$ cat config.mk
export PLATFORM = sky130hd
export DESIGN_NAME = cmd_addr_classifier
export DESIGN_NICKNAME = d
export VERILOG_FILES = /design/src/rtl/cmd_class_pkg.sv /design/src/rtl/cmd_write_decode.sv /design/src/rtl/method_range_match.sv /design/src/rtl/addr_stash.sv /design/src/rtl/cmd_addr_classifier.sv
export SDC_FILE = /design/constraint.sdc
export NUM_CORES = 1
export LEC_CHECK = 0
export BUFFER_PORTS_ARGS = -buffer_cell sky130_fd_sc_hd__clkbuf_2
export CELL_PAD_IN_SITES_DETAIL_PLACEMENT = 1
export CELL_PAD_IN_SITES_GLOBAL_PLACEMENT = 1
export CORE_ASPECT_RATIO = 0.7
export CORE_UTILIZATION = 14
export CTS_CLUSTER_DIAMETER = 60
export DETAILED_ROUTE_END_ITERATION = 8
export PLACE_DENSITY = 0.8
export SYNTH_ARGS = -nofsm -noshare
export SYNTH_HDL_FRONTEND = slang
export SYNTH_SLANG_ARGS = --single-unit
$ cat constraint.sdc
create_clock -name clk_i -period 1 [get_ports clk_i]
set_input_delay 0.15 -clock clk_i [delete_from_list [all_inputs] [get_ports clk_i]]
set_output_delay 0.15 -clock clk_i [all_outputs]
set_load 0.01 [all_outputs]
$ cat src/rtl/cmd_class_pkg.sv
package cmd_class_pkg;
  localparam int CLASS_W_DEF  = 8;
  localparam int OFF_W_DEF    = 12;
  localparam int DATA_W_DEF   = 32;
  localparam int HOST_CLASS   = 1;
  localparam int HOST_ADDR_OFF = 'h2B;
  localparam int SEL_OFF      = 'h10;  // byte 0x40
  localparam int ARG_OFF      = 'h11;  // byte 0x44
  localparam int NUM_RANGES   = 2;

  function automatic logic [31:0] range_lo(input int idx);
    return (idx == 0) ? 32'h400 : 32'h720;
  endfunction

  function automatic logic [31:0] range_hi(input int idx);
    return (idx == 0) ? 32'h5DC : 32'h738;
  endfunction
endpackage

$ cat src/rtl/cmd_write_decode.sv
module cmd_write_decode #(
  parameter int CLASS_W = 8,
  parameter int OFF_W   = 12
) (
  input  logic               valid_i,
  input  logic [CLASS_W-1:0] class_i,
  input  logic [OFF_W-1:0]   offset_i,
  output logic               host_addr_o,
  output logic               sel_wr_o,
  output logic               arg_wr_o
);
  import cmd_class_pkg::*;

  logic is_host;
  assign is_host     = (class_i == CLASS_W'(HOST_CLASS));
  assign host_addr_o = valid_i && is_host && (offset_i == OFF_W'(HOST_ADDR_OFF));
  assign sel_wr_o    = valid_i && !is_host && (offset_i == OFF_W'(SEL_OFF));
  assign arg_wr_o    = valid_i && !is_host && (offset_i == OFF_W'(ARG_OFF));
endmodule

$ cat src/rtl/method_range_match.sv
module method_range_match #(
  parameter int DATA_W = 32,
  parameter int NUM_R  = 2
) (
  input  logic [DATA_W-1:0] data_i,
  output logic              in_range_o
);
  import cmd_class_pkg::*;

  localparam int MADDR_W = DATA_W + 2;
  localparam int CMP_W   = (MADDR_W > 32) ? MADDR_W : 32;

  logic [CMP_W-1:0] maddr;
  logic [NUM_R-1:0] hit;

  assign maddr = CMP_W'({data_i, 2'b00});

  for (genvar g = 0; g < NUM_R; g++) begin : g_rng
    assign hit[g] = (maddr >= CMP_W'(range_lo(g))) && (maddr <= CMP_W'(range_hi(g)));
  end

  assign in_range_o = |hit;
endmodule

$ cat src/rtl/addr_stash.sv
module addr_stash (
  input  logic clk_i,
  input  logic rst_ni,
  input  logic load_i,
  input  logic value_i,
  output logic flag_o
);
  always_ff @(posedge clk_i or negedge rst_ni) begin
    if (!rst_ni)     flag_o <= 1'b0;
    else if (load_i) flag_o <= value_i;
  end
endmodule

$ cat src/rtl/cmd_addr_classifier.sv
module cmd_addr_classifier #(
  parameter int CLASS_W = cmd_class_pkg::CLASS_W_DEF,
  parameter int OFF_W   = cmd_class_pkg::OFF_W_DEF,
  parameter int DATA_W  = cmd_class_pkg::DATA_W_DEF
) (
  input  logic               clk_i,
  input  logic               rst_ni,
  input  logic               wr_valid_i,
  input  logic [CLASS_W-1:0] wr_class_i,
  input  logic [OFF_W-1:0]   wr_offset_i,
  input  logic [DATA_W-1:0]  wr_data_i,
  output logic               verdict_valid_o,
  output logic               verdict_addr_o
);
  logic host_addr, sel_wr, arg_wr, in_range, flag, verdict_d;

  cmd_write_decode #(.CLASS_W(CLASS_W), .OFF_W(OFF_W)) u_dec (
    .valid_i    (wr_valid_i),
    .class_i    (wr_class_i),
    .offset_i   (wr_offset_i),
    .host_addr_o(host_addr),
    .sel_wr_o   (sel_wr),
    .arg_wr_o   (arg_wr)
  );

  method_range_match #(.DATA_W(DATA_W), .NUM_R(cmd_class_pkg::NUM_RANGES)) u_rng (
    .data_i    (wr_data_i),
    .in_range_o(in_range)
  );

  addr_stash u_stash (
    .clk_i  (clk_i),
    .rst_ni (rst_ni),
    .load_i (sel_wr),
    .value_i(in_range),
    .flag_o (flag)
  );

  // data writes read the flag left by the previous select write
  assign verdict_d = host_addr || (arg_wr && flag);

  always_ff @(posedge clk_i or negedge rst_ni) begin
    if (!rst_ni) begin
      verdict_valid_o <= 1'b0;
      verdict_addr_o  <= 1'b0;
    end else begin
      verdict_valid_o <= wr_valid_i;
      verdict_addr_o  <= verdict_d;
    end
  end
endmodule

==> results of run 1 <==
[stage by stage]
step | cell area, um2 | cells | TNS [ns]
final | 676 | 129 | 0
after global routing | 676 | 129 | 0
after detailed placement | 633 | 124 | -0.310
after global placement | 633 | 124 | -0.203
after CTS | 669 | 129 | 0
after floorplan | 308 | 37 | 0
[flip-flops by register name, indices dropped and copies added, names as in the netlist]
register	count
u_stash.flag_o	1
verdict_valid_o	1
verdict_addr_o	1
[where the power goes]
part / switching (mW) / internal, mW
clock network: 0.0543 / 0.149
registers: 0.000662 / 0.125
logic: 0.0559 / 0.0993
[layer usage]
| layer | track usage [%] | up-vias | part of all wire [%] |
|---|---|---|---|
| li1 | - | 278 | - |
| met1 | 10.8 | 247 | 34 |
| met2 | 28.7 | 25 | 58 |
| met3 | 3.47 | 0 | 7.3 |
| met4 | 3.57 | 0 | 0 |
| met5 | 0 | - | 0 |
[logic make-up (layout without fill, tap and decap cells)]
| family | Yosys count | after routing | synth area share, % |
|---|---|---|---|
| and+or+nand+nor | 27 | 27 | 59.4 |
| AOI/OAI and AO/OA | 5 | 5 | 11.8 |
| DFF | 3 | 3 | 24.4 |
| muxes | 1 | 1 | 3.25 |
| buffers and inverters | 1 | 63 | 1.22 |
[cell type report]
class	count	area, um2
multi-input combinational	33	235
timing repair buffer	58	298
inverter	1	3.75
fill	265	1290
clock buffer	4	26.3
tap	30	37.5
sequential	3	75.1
[placed cells by master, fill, tap and decap left out, types with 2 or more instances in the layout]
master,count
sky130_fd_sc_hd__dfrtp_1,3
sky130_fd_sc_hd__nor4_1,6
sky130_fd_sc_hd__nor3_1,2
sky130_fd_sc_hd__clkbuf_2,56
sky130_fd_sc_hd__nand2_1,6
sky130_fd_sc_hd__clkbuf_4,3
sky130_fd_sc_hd__nor4b_2,3
[critical path, cell delays in order]
cell and delay [ns]:
sky130_fd_sc_hd__clkbuf_2 0.08, sky130_fd_sc_hd__nor4_1 0.25, sky130_fd_sc_hd__and4b_1 0.27, sky130_fd_sc_hd__a31oi_1 0.09
sky130_fd_sc_hd__a31o_1 0.18
[worst paths after layout]
path / startpoint / endpoint / slack, ns / depth (start not counted)
setup reg to reg: u_stash.flag_o / verdict_addr_o / 0.15 / 3
setup / recovery: wr_offset_i[7] / u_stash.flag_o / 0.09 / 5
max in group asynchronous: rst_ni / u_stash.flag_o / 0.63 / 2
hold reg to reg: u_stash.flag_o / u_stash.flag_o / 0.66 / 3
min in group asynchronous: rst_ni / verdict_valid_o / 0.26 / 2
hold / removal: wr_valid_i / verdict_valid_o / 0.04 / 1
[timing repair]
action	in CTS	in global routing
hold buffers	1	0
endpoints found under the hold margin	3	0
setup endpoints to repair	0	1
resized for setup	0	1
==> parameters.txt, run 1 <==
Parameter                              Value

STA
  Clock tree skew after final layout    about 0.0000055 ns
  WHS    ~0.042 ns
  Final critical-path required period    roughly 0.9 ns
  Slew at the pin closest to its max-slew limit    0.289 ns
  Relative slew margins    80.5%
  Final hold violation count    0
  Max Freq    1100 MHz
  # setup viols final    0
  Final critical-path setup slack    0.0946 ns
  Final Max Tran Viols    0
  Ratio of final minimum period to clock period    slightly above 90%
  RSZ-0062 raised after global routing    no

CTS
  Maximum root-to-sink buffer count    2
  Clock Sinks    3
  Clock tree from TritonCTS    done
  Later-pin clock latency in the skew report    0.23 ns
  Post-CTS repair timing setup buffer count    0
  Cell chosen for the clock root    sky130_fd_sc_hd__clkbuf_4
  Inserted Clock Buffers    3
  Level count of the clock H-tree    1
  Clock-pin slew of the registers on the worst-case setup and hold paths    0.03 ns

Place
  Number of buffers added on ports    56
  Half-perimeter wire length after detailed placement    1300 um
  Post-Place Worst Slack    -0.155 ns
  Final GP Congestion    0.631

Synth
  Cell taking the most area after synthesis    sky130_fd_sc_hd__dfrtp_1
  Unique cell type count in the Yosys netlist    21
  Area fraction of the dominant cell type after synthesis    about a quarter
  Number of synthesized flops with an enable pin    0
  Syn Std Cell Area    308 um2
  Post-synthesis sequential area ratio    24.4%
  Count leader, synth    sky130_fd_sc_hd__nor4_1
  Post-Syn Nets    92
  Count of mapped cells out of synthesis    37
  Ys async rst share    100%
  Main flop type after synthesis    sky130_fd_sc_hd__dfrtp_1
  Cell types with the largest area share after synthesis    sky130_fd_sc_hd__dfrtp_1 24%, sky130_fd_sc_hd__nor4b_2 15%, sky130_fd_sc_hd__nor4_1 14%
  Synth warn    0
  Leading post-synthesis cells by instance count    7 x sky130_fd_sc_hd__nor4_1, 6 x sky130_fd_sc_hd__nand2_1, 3 x sky130_fd_sc_hd__dfrtp_1, 3 x sky130_fd_sc_hd__nor4b_2, 2 x sky130_fd_sc_hd__nor3_1
  Synthesized area divided by synthesized cell count    8.32 um2
  Flip-flop and latch count after synthesis    3

Power and ir drop
  Leakage dissipation    0.368 nW
  Peak VDD IR    0.000277 V
  Power per standard cell area    716 mW/mm2
  Total power after layout    0.484 mW

Final layout
  Layout Utilization    34.3%
  Number of antenna diodes    0
  Share of post-route cells with drive strength above 1    65.7%
  Post-synthesis to final-layout area growth    120%
  Post-layout net count    between 150 and 200

Die
  Initial Util    15.6%
  Vertical extent of the die    41.2 um
  Boundary pin count    57
  Core Rows    13
  Total die area    0.00239 mm2
  Core region area    0.00197 mm2
  Width of the die    58.0 um

Run
  Number of max-capacitance violations reported    0

Global routing
  Overflow after GRT    0
  Total Routing Usage GR    roughly an eighth
  Largest net degree at the start of global routing    4
  Global-route wire length before repair    2150 um
  Number of global-route vias before repair    between 500 and 600
  Antenna violations before repair    0

Outcome
  Run status    finished, violations left
  Failing checks    DRC

Route
  Routed length per placed instance    10.5 um
  Number of nets with antenna violations after routing    0
  Number of iterations in the first detailed-routing pass    6
  DRC viols    2
  Vias per std cell    between 4 and 5
  Post-Route WL    between 1000 and 1500 um
  Vias after detailed routing    550
  1st-iter DRT viols    5

Worst setup path
  Worst Path Required    about 1.1 ns
  Sort of element at the start of the critical path    primary input
  Critical Path Fanout Max    3
  Classification of the worst setup path    primary input to flip-flop
  Critical path endpoint category    flip-flop
  CP arrival    a little over 1 ns

Worst hold path
  HP Class    primary input to flip-flop
Note: power is estimated with default switching activity, not from simulation.
==> run 2: changes to the inputs <==
Settings changed: ABC_AREA set to 1, CORE_UTILIZATION 14 to 18, PLACE_DENSITY 0.8 to 0.81.
==> run 2 against run 1 <==
Against the previous run: the flow now finishes without violations; synthesized cell count rose to 2.6 times the previous value; setup slack better by 0.078 ns; non-clock buffer count unchanged; sequential share of layout area down 2.6 points; largest power group unchanged; synthesized area up 60%; die area up 23%; routed wire length up 45%; final cell count up 50%; combinational power up 33%; critical path type is now flip-flop to primary output; first-iteration DRC count up 20%.
==> parameters.txt, run 2 <==
Parameter                              Value

Outcome
  Run status    complete, no violations

Worst setup path
  Worst Path Required    0.85 ns
  Cell family with the largest share of critical-path delay    flip-flops
  Critical path endpoint category    primary output
  Critical Path Fanout Max    1
  Sort of element at the start of the critical path    flip-flop
  Reg-to-Reg End    verdict_addr_o
  Launch instance of the worst register-to-register path    u_stash.flag_o
  Reg-to-reg slack, setup    slightly below 0.3 ns
  Crit-path max cell delay    0.35 ns
  Classification of the worst setup path    flip-flop to primary output
  Cell-by-cell listing of the critical path    clkbuf_2
  Combined buffer and inverter count along the critical path    1
  Path depth of the worst reg2reg path    2
  CP arrival    about 0.68 ns
  CP max-delay cell    sky130_fd_sc_hd__dfrtp_1

Synth
  Count leader, synth    sky130_fd_sc_hd__nor2_1
  Multiplexer share of the synthesized area    0%
  Syn Std Cell Area    approximately 500 um2
  Post-synthesis sequential area ratio    15.3%
  Synth warn    0
  Flip-flop and latch count after synthesis    3
  Main combinational cell family by area after synthesis    simple AND/OR/NAND/NOR gates
  Cell taking the most area after synthesis    sky130_fd_sc_hd__nor2_1
  Main flop type after synthesis    sky130_fd_sc_hd__dfrtp_1
  Number of synthesized flops with an enable pin    0
  Ys async rst share    between 90% and 100%
  Compound-gate portion of the synthesized area    under 10%
  Leading post-synthesis cells by instance count    30 x sky130_fd_sc_hd__nor2_1, 27 x sky130_fd_sc_hd__nand2_1, 12 x sky130_fd_sc_hd__inv_1
  Synthesized-area fraction occupied by and/or/nand/nor cells    71.8%
  Synth Area in XOR/XNOR    0%
  Cell types with the largest area share after synthesis    sky130_fd_sc_hd__nor2_1 23%, sky130_fd_sc_hd__nand2_1 21%, sky130_fd_sc_hd__dfrtp_1 15%
  Post-Syn Nets    152
  Unique cell type count in the Yosys netlist    15
  Count of mapped cells out of synthesis    97
  Area fraction of the dominant cell type after synthesis    roughly 23%
  Synthesized area divided by synthesized cell count    5.07 um2
  Adder-cell share of the synthesized area    0%

Die
  Boundary pin count    57
  Total die area    0.00295 mm2
  Core Rows    15
  Vertical extent of the die    45.7 um
  Width of the die    64.5 um
  Core region area    0.00251 mm2
  Initial Util    slightly below 20%

STA
  RSZ-0062 raised after global routing    no
  Final critical-path required period    0.827 ns
  Max Freq    between 1000 and 1500 MHz
  Final hold violation count    0
  Clock tree skew after final layout    0.00305 ns
  Ratio of final minimum period to clock period    between 80 and 90%
  Relative slew margins    80.5%
  Slew at the pin closest to its max-slew limit    just under 0.3 ns
  Final Max Tran Viols    0
  # setup viols final    0
  Fin Setup TNS    0 ns

Global routing
  Largest net degree at the start of global routing    5
  Global-route wire length before repair    just over 3000 um
  Antenna violations before repair    0
  Number of global-route vias before repair    805
  Global routing met1 resource utilization    14.9%
  Met3 Resource Use GR    1.25%
  Total Routing Usage GR    13.3%
  Routing layer with the top usage in global route    met2
  Met2 Resource Use GR    between 20% and 30%
  Overflow after GRT    0

Route
  Vias per std cell    4.24
  Vias after detailed routing    818
  DRC viols    0
  Number of nets with antenna violations after routing    0
  1st-iter DRT viols    6
  Number of iterations in the first detailed-routing pass    3
  Routed length per placed instance    10.2 um
  Post-Route WL    just under 2000 um

CTS
  Clock-pin slew of the registers on the worst-case setup and hold paths    approximately 0.030 ns
  Post-CTS repair timing setup buffer count    0
  Number of gates given a new drive strength after cts    0
  Later-pin clock latency in the skew report    around 0.21 ns
  Level count of the clock H-tree    1
  Clock Sinks    3
  Cell chosen for the clock root    sky130_fd_sc_hd__clkbuf_8
  Clock tree from TritonCTS    done
  Hold buffer count at cts    1
  Maximum root-to-sink buffer count    2
  Inserted Clock Buffers    3

Worst hold path
  Depth of the worst hold-timing path    1
  Min-delay src    wr_valid_i
  HP Class    primary input to flip-flop
  Worst Hold End    verdict_valid_o

Final layout
  Most frequent cells in the layout    56 x sky130_fd_sc_hd__clkbuf_2, 30 x sky130_fd_sc_hd__nor2_1, 27 x sky130_fd_sc_hd__nand2_1
  Share of post-route cells with drive strength above 1    between 40% and 50%
  Cell Count, Final, Fillers Out    193
  Fillers    373
  Post-layout net count    between 200 and 250
  Post-synthesis to final-layout area growth    78.4%
  Leading registers by flop count    u_stash.flag_o (1), verdict_addr_o (1), verdict_valid_o (1)
  Most common cell after layout, fill and taps aside    sky130_fd_sc_hd__clkbuf_2
  Number of antenna diodes    0

Place
  Half-perimeter wire length after detailed placement    1800 um
  Placed Cells incl. Taps    approximately 190
  Final GP Congestion    approximately 0.7
  Number of buffers added on ports    56

Power and ir drop
  Leakage dissipation    approximately 0.5 nW
  Power per standard cell area    783 mW/mm2
  Peak VDD IR    0.000289 V

Run
  Number of max-capacitance violations reported    0
## run 2: cell count changes after synthesis, sizes merged, moves of 2 or more
| cell | change |
|---|---|
| nor4b | -3 |
| nor4 | -6 |
| nor2 | +33 |
| and3 | -2 |
| nand3 | +2 |
| and2 | +2 |
| nand2 | +21 |
| nand3b | +3 |
| nand4 | +5 |
| inv | +11 |
## run 2: cell families after synthesis
kind of cell,count (synthesis)
DFF,3
AOI/OAI and AO/OA,3
buffers and inverters,12
and+or+nand+nor,79
## run 2: layout make-up
type | instances | area, um2 | area share, %
Timing Repair Buffer | 58 | 298 | 34.0
Clock buffer | 4 | 45.0 | 5.14
Tap cell | 34 | 42.5 | 4.85
Sequential cell | 3 | 75.1 | 8.56
Multi-Input combinational cell | 82 | 372 | 42.4
Inverter | 12 | 45.0 | 5.14
## run 2: power breakdown
| part | internal (mW) | switching [mW] | leakage [nW] |
|---|---|---|---|
| Sequential | 0.124 | 0.000414 | 0.0396 |
| Combinational | 0.111 | 0.0945 | 0.436 |
| Clock | 0.272 | 0.0842 | 0.0228 |
| Total | 0.508 | 0.179 | 0.498 |
## run 2: metrics by stage
| step | hold slack [ns] | power, mW | instance area [um2] | worst slack, ns | util (%) |
|---|---|---|---|---|---|
| 3_3_place_gp | -0.0513 | 0.320 | 822 | -0.000860 | 32.7 |
| 3_5_place_dp | -0.0490 | 0.331 | 822 | -0.0416 | 32.7 |
| 2_1_floorplan | -0.146 | 0.189 | 492 | 0.165 | - |
| 5_1_grt | 0.0812 | 0.728 | 877 | 0.00968 | 34.9 |
| 6_report | 0.0887 | 0.687 | 877 | 0.173 | 34.9 |
| 4_1_cts | 0.0853 | 0.693 | 877 | 0.167 | 34.9 |
## run 2: routing by layer
| layer | share of wire (%) | up-vias |
|---|---|---|
| met1 | 40 | 362 |
| met3 | 3.7 | 4 |
| met4 | 2.1 | 0 |
| met2 | 54 | 21 |
| met5 | 0 | - |
| li1 | - | 431 |
## run 2: how the worst max path moves through the flow
stage / start / to / cells past startpoint
floorplan: wr_data_i[24] / u_stash.flag_o / 8
global placement: wr_data_i[14] / u_stash.flag_o / 9
detailed placement: wr_data_i[24] / u_stash.flag_o / 9
CTS: verdict_addr_o / verdict_addr_o / 1
global route: wr_data_i[14] / u_stash.flag_o / 9
finish: verdict_addr_o / verdict_addr_o / 1
==> run 3: changes to the inputs <==
Settings changed: ABC_AREA 1 to 0, CORE_UTILIZATION 18 to 14, PLACE_DENSITY 0.81 to 0.8.
Clock period 1 ns to 0.85 ns, I/O delays scaled along.
==> run 3 against run 2 <==
Against the previous run: the run now ends with DRC, setup timing left; die area down 19%; via count is 33% lower; critical path depth grew 4; count of clock-buffer cells in the layout unchanged; total power fell by 12%; clock power down 29%; combinational power is essentially flat; routed wire length down 28%; worst hold slack got worse by 0.076 ns; setup slack worse by 0.25 ns; critical path type is now primary input to flip-flop; largest power group unchanged; highest routed layer is now met3.
==> parameters.txt, run 3 (same netlist as run 1, synthesis figures left out) <==
Parameter                              Value

Outcome
  Run status    finished, violations left
  Failing checks    DRC, setup timing

Place
  Placed Cells incl. Taps    123
  Final GP Congestion    0.637
  Number of buffers added on ports    56

Power and ir drop
  Peak VDD IR    approximately 0.00037 V
  Total power after layout    0.604 mW
  Power per standard cell area    844 mW/mm2
  Leakage dissipation    0.377 nW

Final layout
  Fillers    247
  Area of the multi-input gates    270 um2
  Area taken by flip-flops and latches    75.1 um2
  Most common cell after layout, fill and taps aside    sky130_fd_sc_hd__clkbuf_2
  Post-layout net count    between 150 and 200
  Share of post-route cells with drive strength above 1    approximately two thirds
  Number of antenna diodes    0
  Cell Count, Final, Fillers Out    around 130
  Leading registers by flop count    u_stash.flag_o (1), verdict_addr_o (1), verdict_valid_o (1)
  Post-synthesis to final-layout area growth    133%
  Most frequent cells in the layout    54 x sky130_fd_sc_hd__clkbuf_2, 5 x sky130_fd_sc_hd__nand2_1, 5 x sky130_fd_sc_hd__nor4_1

STA
  Max Freq    1080 MHz
  Final critical-path setup slack    -0.0736 ns
  Final Max Tran Viols    0
  # setup viols final    1
  Ratio of final minimum period to clock period    109%
  WHS    0.0131 ns
  Slew at the pin closest to its max-slew limit    0.356 ns
  RSZ-0062 raised after global routing    yes
  Fin Setup TNS    -0.0736 ns
  Relative slew margins    76.0%
  Final hold violation count    0
  Final critical-path required period    0.924 ns
  Clock tree skew after final layout    0.000349 ns

Worst hold path
  HP Class    primary input to flip-flop

Die
  Vertical extent of the die    41.2 um
  Initial Util    15.6%
  Core Rows    13
  Total die area    0.00239 mm2
  Core region area    ~0.0020 mm2
  Boundary pin count    57
  Width of the die    58.0 um

Route
  1st-iter DRT viols    3
  DRC viols    3
  Number of iterations in the first detailed-routing pass    5
  Vias per std cell    4.27
  Number of nets with antenna violations after routing    0
  Vias after detailed routing    roughly 550
  Routed length per placed instance    11.1 um
  Post-Route WL    1430 um

Worst setup path
  Worst Path Required    0.97 ns
  Sort of element at the start of the critical path    primary input
  Classification of the worst setup path    primary input to flip-flop
  Critical path endpoint category    flip-flop
  Crit-path max cell delay    0.28 ns
  CP max-delay cell    sky130_fd_sc_hd__and4b_1
  Cell-by-cell listing of the critical path    buf_6 > nor4_4 > and4b_1 > a31oi_1 > a31o_1
  CP arrival    1.04 ns
  Critical Path Fanout Max    3

Global routing
  Overflow after GRT    0
  Largest net degree at the start of global routing    4
  Antenna violations before repair    0
  Number of global-route vias before repair    592
  Total Routing Usage GR    13.3%
  Global-route wire length before repair    2320 um

CTS
  Clock-pin slew of the registers on the worst-case setup and hold paths    about 0.04 ns
  Maximum root-to-sink buffer count    2
  Clock Sinks    3
  Inserted Clock Buffers    3
  Level count of the clock H-tree    1
  Clock tree from TritonCTS    done
  Post-CTS repair timing setup buffer count    0
  Cell chosen for the clock root    sky130_fd_sc_hd__clkbuf_4
  Later-pin clock latency in the skew report    0.23 ns

Run
  Number of max-capacitance violations reported    0
## run 3: per-stage QoR
step	setup slack, ns	instance area (um2)	util [%]
final	-0.0736	716	36.4
after global routing	-0.108	716	36.4
after CTS	-0.0397	688	35.0
after detailed placement	-0.282	649	33.0
after global placement	-0.259	649	33.0
after floorplan	-0.0974	332	-
## run 3: final timing paths
| kind | from | end | slack [ns] | cells past startpoint |
|---|---|---|---|---|
| max reg2reg | u_stash.flag_o | verdict_addr_o | 0.04 | 3 |
| max in group asynchronous | rst_ni | verdict_valid_o | 0.52 | 2 |
| min reg2reg | u_stash.flag_o | u_stash.flag_o | 0.70 | 3 |
| max | wr_offset_i[7] | u_stash.flag_o | -0.07 | 5 |
| min in group asynchronous | rst_ni | u_stash.flag_o | 0.22 | 2 |
| min | wr_valid_i | verdict_valid_o | 0.01 | 1 |
## run 3: what timing repair did
item / 4_1_cts / 5_1_grt
pin swaps: 3 / 5
hold buffers: 1 / 0
endpoints found under the setup margin: 3 / 4
hold endpoints to repair: 3 / 0
resized for setup: 1 / 6
## run 3: final cells by class
| cell class | count | share of cell area (%) |
|---|---|---|
| Multi-Input combinational cell | 33 | 37.8 |
| Tap cell | 30 | 5.24 |
| Timing Repair Buffer | 57 | 42.3 |
| Sequential cell | 3 | 10.5 |
| Clock buffer | 4 | 3.67 |
| Inverter | 1 | 0.524 |
## run 3: critical path: cells and delay by family
kind                   cells  cell delay [ns]
AOI/OAI and AO/OA          2             0.31
buffers and inverters      1             0.09
and+or+nand+nor            2             0.52
## run 3: report_power, final
group / switching, mW / internal (mW) / total, mW
Clock: 0.0781 / 0.176 / 0.254
Sequential: 0.000915 / 0.146 / 0.147
Combinational: 0.0781 / 0.125 / 0.203
## run 3: layer usage
layer / vias up / routed length, um / global-route usage [%]
met5: - / 0 / 0
met4: 0 / 0 / 3.57
met2: 29 / 819 / 30.2
met3: 0 / 116 / 3.47
met1: 244 / 491 / 12.3
li1: 273 / - / -
